File: src/rtl/mbx_pkg.sv
package mbx_pkg;
  localparam int unsigned STAT_AVAIL_BIT = 7;
  localparam int unsigned STAT_ROOM_BIT  = 6;
  localparam logic        OFS_STATUS     = 1'b0;
  localparam logic        OFS_DATA       = 1'b1;
endpackage

File: src/rtl/mbx_fifo.sv
module mbx_fifo #(
  parameter int unsigned DATA_W = 8,
  parameter int unsigned DEPTH  = 10
) (
  input  logic              clk,
  input  logic              rst,
  input  logic              push,
  input  logic [DATA_W-1:0] din,
  input  logic              pop,
  output logic [DATA_W-1:0] head,
  output logic              empty,
  output logic              full
);
  localparam int unsigned AW = (DEPTH > 1) ? $clog2(DEPTH) : 1;
  localparam int unsigned CW = $clog2(DEPTH + 1);
  localparam logic [AW-1:0] LAST_IDX = AW'(DEPTH - 1);

  logic [DATA_W-1:0] mem [DEPTH];
  logic [AW-1:0]     wr_ptr, rd_ptr;
  logic [CW-1:0]     count;
  logic [DATA_W-1:0] last_q;
  logic              push_ok, pop_ok;

  assign empty   = (count == '0);
  assign full    = (count == CW'(DEPTH));
  assign push_ok = push && !full;
  assign pop_ok  = pop && !empty;
  assign head    = empty ? last_q : mem[rd_ptr];

  always_ff @(posedge clk) begin
    if (push_ok) mem[wr_ptr] <= din;
  end

  always_ff @(posedge clk) begin
    if (rst) begin
      wr_ptr <= '0;
      rd_ptr <= '0;
      count  <= '0;
      last_q <= '0;
    end else begin
      if (push_ok) wr_ptr <= (wr_ptr == LAST_IDX) ? '0 : wr_ptr + 1'b1;
      if (pop_ok) begin
        rd_ptr <= (rd_ptr == LAST_IDX) ? '0 : rd_ptr + 1'b1;
        last_q <= mem[rd_ptr];
      end
      case ({push_ok, pop_ok})
        2'b10:   count <= count + 1'b1;
        2'b01:   count <= count - 1'b1;
        default: count <= count;
      endcase
    end
  end
endmodule

File: src/rtl/mbx_latch.sv
module mbx_latch #(
  parameter int unsigned DATA_W = 8
) (
  input  logic              clk,
  input  logic              rst,
  input  logic              wr,
  input  logic [DATA_W-1:0] din,
  input  logic              rd,
  output logic [DATA_W-1:0] dout,
  output logic              full
);
  logic [DATA_W-1:0] data_q;
  logic              full_q;

  always_ff @(posedge clk) begin
    if (rst) begin
      data_q <= '0;
      full_q <= 1'b0;
    end else if (full_q) begin
      if (rd) full_q <= 1'b0;
    end else if (wr) begin
      data_q <= din;
      full_q <= 1'b1;
    end
  end

  assign dout = data_q;
  assign full = full_q;
endmodule

File: src/rtl/mbx_readport.sv
module mbx_readport #(
  parameter int unsigned DATA_W = 8
) (
  input  logic              clk,
  input  logic              rst,
  input  logic              rd,
  input  logic              sel_data,
  input  logic [DATA_W-1:0] status,
  input  logic [DATA_W-1:0] data,
  output logic [DATA_W-1:0] rdata
);
  always_ff @(posedge clk) begin
    if (rst)     rdata <= '0;
    else if (rd) rdata <= sel_data ? data : status;
  end
endmodule

File: src/rtl/mbx_bridge.sv
module mbx_bridge
  import mbx_pkg::*;
#(
  parameter int unsigned DATA_W     = 8,
  parameter int unsigned FIFO_DEPTH = 10
) (
  input  logic              clk,
  input  logic              rst,
  input  logic              h_addr,
  input  logic              h_wr,
  input  logic              h_rd,
  input  logic [DATA_W-1:0] h_wdata,
  output logic [DATA_W-1:0] h_rdata,
  input  logic              c_addr,
  input  logic              c_wr,
  input  logic              c_rd,
  input  logic [DATA_W-1:0] c_wdata,
  output logic [DATA_W-1:0] c_rdata,
  output logic              c_irq
);
  logic              h_data_sel, c_data_sel;
  logic [DATA_W-1:0] up_head, dn_data;
  logic              up_empty, up_full, dn_full;
  logic [DATA_W-1:0] h_stat, c_stat;

  assign h_data_sel = (h_addr == OFS_DATA);
  assign c_data_sel = (c_addr == OFS_DATA);

  mbx_fifo #(.DATA_W(DATA_W), .DEPTH(FIFO_DEPTH)) u_up (
    .clk(clk), .rst(rst),
    .push(c_wr && c_data_sel), .din(c_wdata),
    .pop(h_rd && h_data_sel), .head(up_head),
    .empty(up_empty), .full(up_full)
  );

  mbx_latch #(.DATA_W(DATA_W)) u_dn (
    .clk(clk), .rst(rst),
    .wr(h_wr && h_data_sel), .din(h_wdata),
    .rd(c_rd && c_data_sel), .dout(dn_data), .full(dn_full)
  );

  always_comb begin
    h_stat = '0;
    h_stat[STAT_AVAIL_BIT] = !up_empty;
    h_stat[STAT_ROOM_BIT]  = !dn_full;
    c_stat = '0;
    c_stat[STAT_AVAIL_BIT] = dn_full;
    c_stat[STAT_ROOM_BIT]  = !up_full;
  end

  mbx_readport #(.DATA_W(DATA_W)) u_h_rp (
    .clk(clk), .rst(rst), .rd(h_rd), .sel_data(h_data_sel),
    .status(h_stat), .data(up_head), .rdata(h_rdata)
  );

  mbx_readport #(.DATA_W(DATA_W)) u_c_rp (
    .clk(clk), .rst(rst), .rd(c_rd), .sel_data(c_data_sel),
    .status(c_stat), .data(dn_data), .rdata(c_rdata)
  );

  assign c_irq = dn_full;
endmodule

File: config.mk
export PLATFORM = sky130hd
export DESIGN_NAME = mbx_bridge
export DESIGN_NICKNAME = d
export VERILOG_FILES = /design/src/rtl/mbx_pkg.sv /design/src/rtl/mbx_fifo.sv /design/src/rtl/mbx_latch.sv /design/src/rtl/mbx_readport.sv /design/src/rtl/mbx_bridge.sv
export SDC_FILE = /design/constraint.sdc
export NUM_CORES = 1
export LEC_CHECK = 0
export ABC_AREA = 1
export CELL_PAD_IN_SITES_DETAIL_PLACEMENT = 1
export CELL_PAD_IN_SITES_GLOBAL_PLACEMENT = 1
export CORE_MARGIN = 4
export CORE_UTILIZATION = 48
export DETAILED_ROUTE_END_ITERATION = 16
export PLACE_DENSITY_LB_ADDON = 0.2
export SETUP_SLACK_MARGIN = 0.4
export SKIP_CTS_REPAIR_TIMING = 1
export SLEW_MARGIN = 20
export SYNTH_ARGS = -nofsm -noshare
export SYNTH_HDL_FRONTEND = slang
export SYNTH_HIERARCHICAL = 1
export SYNTH_SLANG_ARGS = --single-unit
File: constraint.sdc
create_clock -name clk -period 4.4 [get_ports clk]
set_input_delay 1.32 -clock clk [delete_from_list [all_inputs] [get_ports clk]]
set_output_delay 1.32 -clock clk [all_outputs]
set_load 0.02 [all_outputs]
==> impl_results.md <==
* Outcome: completed
* CP peak stage delay at roughly 0.70 ns
* Critical Path Source Type: primary input
* DP Worst Slack at 0.6233 ns
* Die W at 119.9 µm
* Largest net degree at the start of global routing at 41
* Minimum clock period at 3.372 ns
* Sw Pwr at 0.0007822 W
* R2R cell count at 12
* Worst Clk Skew at between 0.009 and 0.01 ns
* Drc violations at 0
* Post-DP HPWL at 10740 µm
* Most frequent cells in the layout: nand2_1 (200), inv_1 (109), nor2_1 (90)
* I/O pin total at about 40
* Post-route antenna net violation count at 0
* Final Hold Viols at 0
* Reg2reg end: u_h_rp/rdata[4]
* Clock root cell: clkbuf_16
* Final net count at 782
* P per Cell Area at approximately 440 mW/mm²
* Via count at 4759
* Top cells by area, synth: edfxtp_1 (40%), dfxtp_1 (16%), nand2_1 (12%)
* Hold Path Class: flip-flop to flip-flop
* Yosys cell types at 33
* Sink Count at 129
* Core Region at 0.01211 mm²
* Sequential area share after synthesis at 56.31%
* Worst EP arrival at 3.68 ns
* Req. time, crit path at 4.70 ns
* Antenna diode count at 0
* Clock latency on the worst-skew pair at 0.42 ns
* Cells along the critical path: clkdlybuf4s50_1 -> nand2_1 -> inv_1 -> nand2_8 -> inv_8 -> ha_1 -> nand2_1 -> inv_1 -> nor2_2 -> ha_1 -> a21oi_1 -> xnor2_1 -> o21ai_0 -> inv_1
* R2R setup slack at around 2.1 ns
* Max Cap Viol at 0
* # rows at 40
* Crit-path slowest cell: clkdlybuf4s50_1
* Ys Warns at 6
* RSZ-0062 raised after global routing: false
* Sequential share of power at between 40 and 50%
* Post-Route WL at 15830 µm
* Max-slew violations at 0
* Die ar. at approximately 0.014 mm²
* Fin Setup TNS at 0 ns
* CTS tree: yes
* First-pass GRT wire length at 26050 µm
* Die H at 119.9 µm
* Pleak at 3.206 nW
* H-tree levels at 4
* CP most frequent cell: inv_1
* Max_slew headroom at 48.49%
* Sw Ratio at between 20% and 30%
* Yosys top cell area share at 39.98%
* Layout Area Growth over Synthesis at 16.62%
* All-Layer GR Usage at 23.39%
* Final Cycle Share at around 77%
* Final setup margin at about 1.0 ns
* Int Power at around 0.0023 W
* Total CTS buffers at 17
* Initial Util at 49.61%
* Antenna violations before repair at 0
* Critical setup path kind: primary input to flip-flop
* Vias in the first global route at around 5200
* Worst Setup EP: u_up/count[2]
* Worst-Margin Slew at 0.7698 ns
* Layout cells sized above 1 at 7.552%
* Synth area leader: edfxtp_1
* Logic pwr share at a little under an eighth
* Total grt overflow at 0
* # setup viols final at 0
* Final GP Congestion at between 0.8 and 0.9
* Clk pwr share at a little over two fifths
* Via density at slightly above 5
* Crit end category: flip-flop
* Crit path launch: h_addr
* CP Max Fanout at 19
* Seq cells post-synth at 129
* Syn Inst Count at 706
* Hold Startpoint: u_dn/dout[3]
* Most common cell after layout, fill and taps aside: nand2_1
* Clk buf depth at 2
* Drt first pass iters at 4
* Max Fclk at 0.2965 GHz
* Syn_area_per_cell at 8.510 µm²
* Cell area after synthesis at 0.006008 mm²
* PortBufs at 40
* WL per Instance at between 15 and 20 µm
* IR drop worst, VDD at 0.0003503 V
* DRT iter0 DRCs at 327
* Clk pin slew, worst setup/hold paths at 0.05 ns
## registers in the layout, summed over array words and instances, names as in the netlist, named ones only
signal and flops:
u_up/wr_ptr 4, u_h_rp/rdata 8, u_dn/dout 8, u_c_rp/rdata 8
u_up/mem 80, u_up/rd_ptr 4, u_dn/full 1, u_up/last_q 8
u_up/count 4
## metal layers
layer / part of all wire [%] / vias to the layer above / global-route usage, %
li1: - / 2292 / -
met1: 43 / 2351 / 28.38
met2: 51 / 88 / 40.64
met3: 3.9 / 28 / 5.749
met4: 1.9 / 0 / 8.160
met5: 0 / - / 0
## worst max-delay path: cells and delay by family
family / cells / cell delay (ns)
adder cells (fa/ha/maj): 2 / 0.43
buffers and inverters: 5 / 1.13
AO/OA/AOI/OAI: 2 / 0.35
XOR/XNOR: 1 / 0.09
AND/OR/NAND/NOR: 4 / 0.34
## logic make-up after synthesis
logic type               Yosys count  synth area share (%)
XOR/XNOR                           1                0.1458
adder cells (fa/ha/maj)            3                0.6248
flip-flops                       129                 56.31
other                              1               0.06241
AND/OR/NAND/NOR                  401                 28.82
AO/OA/AOI/OAI                     27                 2.457
buffers and inverters            144                 11.58
## metrics by stage
stage	power [W]	instance area (µm²)	hold slack [ns]	utilization, %	std cells
global route	0.003180	7007	0.5236	57.85	936
detailed placement	0.001743	6454	0.4836	53.29	904
CTS	0.003076	7007	0.5036	57.85	936
finish	0.003052	7007	0.5003	57.85	936
global placement	0.001724	6454	0.4670	53.29	904
floorplan	0.001632	6050	0.4549	-	717
## synthesized netlist by cell type
| cell type | number |
|---|---|
| nor2_8 | 1 |
| nand4_2 | 1 |
| o21ai_0 | 14 |
| a21oi_1 | 9 |
| clkinv_1 | 2 |
| nor2_2 | 7 |
| nand2_2 | 1 |
| nand3_2 | 2 |
| buf_12 | 3 |
| buf_6 | 6 |
| a21oi_2 | 2 |
| inv_4 | 2 |
| edfxtp_1 | 80 |
| nor2_1 | 90 |
| nand3_1 | 86 |
| nand2_8 | 1 |
| inv_8 | 1 |
| buf_2 | 3 |
| xnor2_1 | 1 |
| nand2_4 | 1 |
| clkbuf_1 | 1 |
| o211a_1 | 1 |
| nor2_4 | 3 |
| conb_1 | 1 |
| nor3_1 | 4 |
| buf_4 | 12 |
| ha_1 | 3 |
| inv_1 | 109 |
| dfxtp_1 | 49 |
| nand4_1 | 4 |
| o21ai_1 | 1 |
| inv_2 | 5 |
| nand2_1 | 200 |
## cell type report
| cell class | count | area (µm²) |
|---|---|---|
| inverter | 119 | 459.2 |
| sequential | 129 | 3383 |
| timing repair buffer | 44 | 430.4 |
| tap | 168 | 210.2 |
| clock buffer | 19 | 432.9 |
| multi-input combinational | 444 | 1971 |
| fill | 1474 | 5105 |
| clock inverter | 13 | 120.1 |
## how the worst min path moves through the flow
stage | end | depth (start not counted)
floorplan | u_dn/dout[6] | 2
global placement | u_dn/dout[3] | 2
detailed placement | u_dn/dout[0] | 2
CTS | u_dn/dout[3] | 2
global route | u_dn/dout[7] | 2
finish | u_dn/dout[3] | 2
## power groups by stage
stage / combinational, W / clock, W / sequential (W)
final: 0.000362 / 0.00133 / 0.00136
after global routing: 0.000411 / 0.00141 / 0.00136
after CTS: 0.000366 / 0.00135 / 0.00136
after detailed placement: 0.000360 / 0 / 0.00138
after global placement: 0.000343 / 0 / 0.00138
after floorplan: 0.000248 / 0 / 0.00138
(Power assumes the default switching activity.)
